[config.mk]
export PLATFORM = sky130hd
export DESIGN_NAME = immsh_unit
export DESIGN_NICKNAME = d
export VERILOG_FILES = /design/src/rtl/immsh_pkg.sv /design/src/rtl/immsh_decode.sv /design/src/rtl/immsh_core.sv /design/src/rtl/immsh_flags.sv /design/src/rtl/immsh_unit.sv
export SDC_FILE = /design/constraint.sdc
export NUM_CORES = 1
export LEC_CHECK = 0
export BUFFER_PORTS_ARGS = -buffer_cell sky130_fd_sc_hd__buf_2
export CAP_MARGIN = 20
export CORE_UTILIZATION = 45
export DETAILED_ROUTE_END_ITERATION = 16
export GPL_ROUTABILITY_DRIVEN = 1
export PLACE_DENSITY = 0.71
export SLEW_MARGIN = 0
export SYNTH_ARGS = -nofsm -noshare
export SYNTH_HDL_FRONTEND = slang
export SYNTH_SLANG_ARGS = --single-unit
[constraint.sdc]
create_clock -name clk -period 8.8 [get_ports clk]
set_clock_uncertainty 0.2 [all_clocks]
set_input_delay 1.76 -clock clk [delete_from_list [all_inputs] [get_ports clk]]
set_output_delay 1.76 -clock clk [all_outputs]
set_load 0.02 [all_outputs]
[src/rtl/immsh_pkg.sv]
package immsh_pkg;
  localparam int DW = 32;
  localparam int AW = $clog2(DW);
  localparam int IW = 32;

  typedef enum logic [1:0] {
    SK_LSL = 2'd0,
    SK_LSR = 2'd1,
    SK_ASR = 2'd2,
    SK_ROR = 2'd3
  } shk_e;

  typedef enum logic [1:0] {
    FMT_FULL  = 2'd0,
    FMT_EXT   = 2'd1,
    FMT_SHORT = 2'd2,
    FMT_RSVD  = 2'd3
  } fmt_e;
endpackage

[src/rtl/immsh_decode.sv]
module immsh_decode
  import immsh_pkg::*;
(
  input  logic [1:0]    fmt_sel,
  input  logic [IW-1:0] insn_word,
  input  logic          set_flags_req,
  input  logic          in_cond_blk,
  output logic [AW-1:0] amt,
  output shk_e          kind,
  output logic          upd_en
);
  // field positions per layout
  localparam int FULL_AMT_LO = 7;
  localparam int FULL_KND_LO = 5;
  localparam int EXT_HI_LO   = 12;
  localparam int EXT_LO_LO   = 6;
  localparam int EXT_KND_LO  = 4;
  localparam int SH_AMT_LO   = 6;
  localparam int SH_KND_LO   = 11;
  localparam int EXT_HI_W    = 3;
  localparam int EXT_LO_W    = AW - EXT_HI_W;

  logic [AW-1:0] full_amt, ext_amt, short_amt;
  logic [1:0]    full_knd, ext_knd, short_knd;

  always_comb begin
    full_amt  = insn_word[FULL_AMT_LO +: AW];
    full_knd  = insn_word[FULL_KND_LO +: 2];
    ext_amt   = {insn_word[EXT_HI_LO +: EXT_HI_W], insn_word[EXT_LO_LO +: EXT_LO_W]};
    ext_knd   = insn_word[EXT_KND_LO +: 2];
    short_amt = insn_word[SH_AMT_LO +: AW];
    short_knd = insn_word[SH_KND_LO +: 2];
  end

  always_comb begin
    amt    = full_amt;
    kind   = shk_e'(full_knd);
    upd_en = 1'b0;
    unique case (fmt_e'(fmt_sel))
      FMT_FULL: begin
        amt    = full_amt;
        kind   = shk_e'(full_knd);
        upd_en = set_flags_req;
      end
      FMT_EXT: begin
        amt    = ext_amt;
        kind   = shk_e'(ext_knd);
        upd_en = set_flags_req;
      end
      FMT_SHORT: begin
        amt    = short_amt;
        kind   = shk_e'(short_knd);
        upd_en = ~in_cond_blk;
      end
      default: begin
        amt    = full_amt;
        kind   = shk_e'(full_knd);
        upd_en = 1'b0;
      end
    endcase
  end
endmodule

[src/rtl/immsh_core.sv]
module immsh_core
  import immsh_pkg::*;
(
  input  logic [DW-1:0] opnd,
  input  logic [AW-1:0] amt,
  input  shk_e          kind,
  input  logic          cin,
  output logic [DW-1:0] result,
  output logic          cout
);
  localparam logic [DW-1:0] ONES = {DW{1'b1}};

  logic [AW-1:0] rot_amt;
  logic [AW-1:0] car_idx;
  logic          amt_zero;
  logic          sign_b;
  logic [DW-1:0] hi_mask;
  logic [DW-1:0] lo_mask;
  logic [DW-1:0] stg [0:AW];

  // left shift is a right rotate by (DW - n), i.e. the two's complement of n
  always_comb begin
    amt_zero = (amt == '0);
    sign_b   = opnd[DW-1];
    rot_amt  = (kind == SK_LSL) ? (~amt + 1'b1) : amt;
    car_idx  = (kind == SK_LSL) ? rot_amt : (amt - 1'b1);
    hi_mask  = ~(ONES >> amt);
    lo_mask  = ~(ONES << amt);
  end

  // logarithmic right rotator
  assign stg[0] = opnd;
  generate
    for (genvar k = 0; k < AW; k++) begin : g_rot
      localparam int SH = 1 << k;
      assign stg[k+1] = rot_amt[k] ? {stg[k][SH-1:0], stg[k][DW-1:SH]} : stg[k];
    end
  endgenerate

  always_comb begin
    result = stg[AW];
    cout   = opnd[car_idx];
    unique case (kind)
      SK_LSL: begin
        if (amt_zero) begin
          result = opnd;
          cout   = cin;
        end else begin
          result = stg[AW] & ~lo_mask;
        end
      end
      SK_LSR: begin
        if (amt_zero) begin
          result = '0;
          cout   = sign_b;
        end else begin
          result = stg[AW] & ~hi_mask;
        end
      end
      SK_ASR: begin
        if (amt_zero) begin
          result = {DW{sign_b}};
          cout   = sign_b;
        end else begin
          result = (stg[AW] & ~hi_mask) | (hi_mask & {DW{sign_b}});
        end
      end
      default: begin
        if (amt_zero) begin
          result = {cin, opnd[DW-1:1]};
          cout   = opnd[0];
        end else begin
          result = stg[AW];
        end
      end
    endcase
  end
endmodule

[src/rtl/immsh_flags.sv]
module immsh_flags
  import immsh_pkg::*;
(
  input  logic          clk,
  input  logic          rst_n,
  input  logic          upd_en,
  input  logic          cout,
  input  logic [DW-1:0] result,
  output logic          rst_core_n,
  output logic          flag_c,
  output logic          flag_n,
  output logic          flag_z
);
  localparam int SYNC_STAGES = 2;

  logic [SYNC_STAGES-1:0] rs_q;
  logic c_d, n_d, z_d;

  // asynchronous assertion, synchronous release
  always_ff @(posedge clk or negedge rst_n) begin
    if (!rst_n) rs_q <= '0;
    else        rs_q <= {rs_q[SYNC_STAGES-2:0], 1'b1};
  end
  assign rst_core_n = rs_q[SYNC_STAGES-1];

  always_comb begin
    c_d = cout;
    n_d = result[DW-1];
    z_d = (result == '0);
  end

  always_ff @(posedge clk or negedge rst_core_n) begin
    if (!rst_core_n) begin
      flag_c <= 1'b0;
      flag_n <= 1'b0;
      flag_z <= 1'b0;
    end else if (upd_en) begin
      flag_c <= c_d;
      flag_n <= n_d;
      flag_z <= z_d;
    end
  end
endmodule

[src/rtl/immsh_unit.sv]
module immsh_unit
  import immsh_pkg::*;
(
  input  logic          clk,
  input  logic          rst_n,
  input  logic [1:0]    fmt_sel,
  input  logic [IW-1:0] insn_word,
  input  logic [DW-1:0] opnd,
  input  logic          set_flags_req,
  input  logic          in_cond_blk,
  output logic [DW-1:0] sh_result,
  output logic          sh_carry,
  output logic          flag_c,
  output logic          flag_n,
  output logic          flag_z
);
  logic [AW-1:0] sh_amt;
  shk_e          sh_kind;
  logic          upd_en;
  logic          rst_core_n;

  immsh_decode u_dec (
    .fmt_sel       (fmt_sel),
    .insn_word     (insn_word),
    .set_flags_req (set_flags_req),
    .in_cond_blk   (in_cond_blk),
    .amt           (sh_amt),
    .kind          (sh_kind),
    .upd_en        (upd_en)
  );

  immsh_core u_core (
    .opnd   (opnd),
    .amt    (sh_amt),
    .kind   (sh_kind),
    .cin    (flag_c),
    .result (sh_result),
    .cout   (sh_carry)
  );

  immsh_flags u_flg (
    .clk        (clk),
    .rst_n      (rst_n),
    .upd_en     (upd_en),
    .cout       (sh_carry),
    .result     (sh_result),
    .rst_core_n (rst_core_n),
    .flag_c     (flag_c),
    .flag_n     (flag_n),
    .flag_z     (flag_z)
  );
endmodule

==> impl_metrics.env <==
export IMPL_placed_cell_area_um2=6440
export IMPL_power_share_clock_pct=4.9
export IMPL_antenna_found_initial=0
export IMPL_finalSetupViolations=0
export IMPL_pre_cts_slack_ns=0.559
export IMPL_syn_nets=1004
export IMPL_start_util_pct=46.2
export IMPL_rsz0062_at_grt="no"
export IMPL_syn_area_um2=5830
export IMPL_synthCells=919
export IMPL_cap_violations=0
export IMPL_grt_usage_pct=47.9
export IMPL_slew_headroom_pct=31.4
export IMPL_clockBufferDepth=2
export IMPL_grt_max_degree=42
export IMPL_place_gp_congestion=1.07
export IMPL_cp_max_fo=14
export IMPL_worst_setup_path_start_kind="input pin"
export IMPL_cp_required_ns=6.84
export IMPL_clkTransAtPathRegs_ns=0.03
export IMPL_p_per_area_nw_per_um2=240
export IMPL_leakage_nw=2.66
export IMPL_overflow=0
export IMPL_final_cell_mix="nand3_1, nand2_1, nor2_1, o21ai_0, buf_2"
export IMPL_fp_dieArea_um2=13400
export IMPL_cts_tree="done"
export IMPL_peakVddDrop_uv=123
export IMPL_async_reset_ff_share_pct=100
export IMPL_cts_buffers=3
export IMPL_postLayoutCellArea_um2=6530
export IMPL_period_needed_ns=8.47
export IMPL_antenna_left=0
export IMPL_clk_insertion_delay_late_ns=0.23
export IMPL_fin_crit_sh_pct=96.3
export IMPL_worst_pin_slew_ns=1.03
export IMPL_htreeDepth=1
export IMPL_power_frac_seq_pct=2.0
export IMPL_p_int_mw=0.575
export IMPL_synth_area_leaders="nand3_1, o21ai_0, nand2_1"
export IMPL_final_hold_violation_count=0
export IMPL_portBuffers=84
export IMPL_switching_share_pct=63.4
export IMPL_max_freq_ghz=0.118
export IMPL_ioPinCount=106
export IMPL_die_h_um=116
export IMPL_drt_iter0_drc=1735
export IMPL_detail_route_wl_per_cell_um=28.4
export IMPL_fin_tns_setup_ns=0
export IMPL_synth_flop_cell="dfrtp_1"
export IMPL_crit_arrival_ns=6.51
export IMPL_finalMaxSlewViolations=0
export IMPL_synth_avg_cell_area_um2=6.34
export IMPL_num_rows=41
export IMPL_synth_seq_cells=5
export IMPL_yosysWarnings=0
export IMPL_status="finished clean"
export IMPL_clkSinkCount=5
export IMPL_via_count=8762
export IMPL_fill_cells=1336
export IMPL_power_frac_comb_pct=93.1
export IMPL_post_route_util_pct=51.7
export IMPL_post_cts_resized=0
export IMPL_die_width_um=116
export IMPL_layout_commonest_cell="nand3_1"
export IMPL_synth_top_area_cell="nand3_1"
export IMPL_hold_path_class="flop to flop"
export IMPL_ys_types=84
export IMPL_grt_pass1_vias=7549
export IMPL_cts_root_buf="clkbuf_16"
export IMPL_finalWirelength_mm=32.4
export IMPL_hpwlAfterDp_mm=24.4
export IMPL_drc_errors=0
export IMPL_crit_type="input pin to output port"
export IMPL_synth_edf_count=0
export IMPL_area_growth_pct=12.1
export IMPL_endpoint_kind="output port"
export IMPL_fin_ws_ns=0.328
export IMPL_synth_top_area_share_pct=10.3
export IMPL_viasPerCell=7.68
export IMPL_ys_seq_area_share_pct=2.15
export IMPL_grt_pass1_wl_mm=47.2
export IMPL_switchingPower_mw=0.996
export IMPL_drt_pass1_iter_count=7
export IMPL_core_um2=12600
export IMPL_drive_gt1_share_pct=18.9
export IMPL_fin_nets=1054
-- final timing paths --
| path | endpoint | depth (start not counted) | slack [ns] | startpoint |
|---|---|---|---|---|
| max | sh_result[29] | 16 | 0.33 | fmt_sel[0] |
| min | u_flg.rs_q[1] | 0 | 0.15 | u_flg.rs_q[0] |
| max reg2reg | u_flg.flag_z | 5 | 6.96 | u_flg.flag_c |
| min reg2reg | u_flg.rs_q[1] | 0 | 0.15 | u_flg.rs_q[0] |
| max in group asynchronous | u_flg.rs_q[0] | 1 | 7.20 | rst_n |
| min in group asynchronous | u_flg.flag_n | 1 | 0.40 | u_flg.rs_q[1] |
-- timing repair --
action,4_1_cts,5_1_grt
endpoints found under the setup margin,0,0
hold buffers,1,0
buffers inserted,0,0
endpoints found under the hold margin,3,0
-- per-layer routing --
layer  routed length (um)  up-vias  track usage, %
met5                    0        -               0
met4                 2930        0            30.6
met3                 5210      231            14.1
met2                12600      883            67.1
met1                11700     3976            63.8
li1                     -     3672               -
-- final cells by class --
class / count / area [um2] / share of cell area (%)
repair buffers: 123 / 741 / 11.3
diodes: 1 / 2.50 / 0.0383
multi-input cells: 810 / 5270 / 80.7
well taps: 172 / 215 / 3.30
flip-flops and latches: 5 / 125 / 1.92
inverters: 26 / 97.6 / 1.49
clock buffers: 4 / 78.8 / 1.21
-- metrics by stage --
step	cells	hold WS (ns)	power [mW]
2_1_floorplan	919	-0.173	0.966
3_3_place_gp	1135	-0.156	1.42
3_5_place_dp	1135	-0.142	1.41
4_1_cts	1140	0.153	1.50
5_1_grt	1140	0.155	1.63
6_report	1141	0.148	1.57
-- cells in the mapped netlist, types with 5 or more instances --
master / instances
o32ai_1: 9
buf_1: 6
nand3_1: 120
o22ai_1: 34
nor2_1: 88
buf_2: 20
a2bb2oi_1: 6
o21ai_1: 8
a22oi_1: 8
buf_6: 5
nand4_1: 5
mux4_2: 13
o211ai_1: 42
ha_1: 15
nand2b_1: 7
and3_1: 9
o311ai_0: 5
mux2_2: 16
a21o_1: 7
xnor2_1: 5
o21ai_0: 84
a211o_1: 6
nand2_1: 93
and2_1: 9
a31oi_1: 11
mux2i_1: 21
dfrtp_1: 5
a21oi_1: 55
o2111ai_1: 7
clkbuf_1: 44
nor2b_1: 6
a221oi_1: 9
inv_1: 22
a211oi_1: 14
nor3_1: 9
-- cell families after synthesis --
kind of cell	share of synthesized area, %
AO/OA/AOI/OAI	44.0
XOR/XNOR	1.50
adder cells (fa/ha/maj)	3.22
buffers and inverters	7.97
flip-flops	2.15
multiplexers	12.0
other	0.0644
AND/OR/NAND/NOR	29.2
-- power groups by stage --
stage          Sequential, mW  Combinational (mW)  Clock, mW
5_1_grt                0.0313                1.52     0.0788
2_1_floorplan          0.0353               0.931          0
4_1_cts                0.0308                1.39     0.0776
3_3_place_gp           0.0306                1.39          0
3_5_place_dp           0.0314                1.38          0
6_report               0.0310                1.46     0.0771
-- state kept, by name, indices dropped and copies added, names as in the netlist --
register	cells
u_flg.flag_n	1
u_flg.flag_c	1
u_flg.flag_z	1
u_flg.rs_q	2
-- critical path, stage by stage --
cell and delay (ns):
buf_2 0.11, inv_1 0.06, ha_1 0.40, buf_4 0.23
nor2_1 0.28, a21o_1 0.47, nand2_1 0.29, nor2_1 0.27
ha_1 0.28, nand2_1 0.08, o211a_1 0.50, nor2_1 0.09
o311ai_0 0.53, o211ai_1 0.38, a311oi_1 0.52, buf_2 0.25
(Power assumes the default switching activity.)
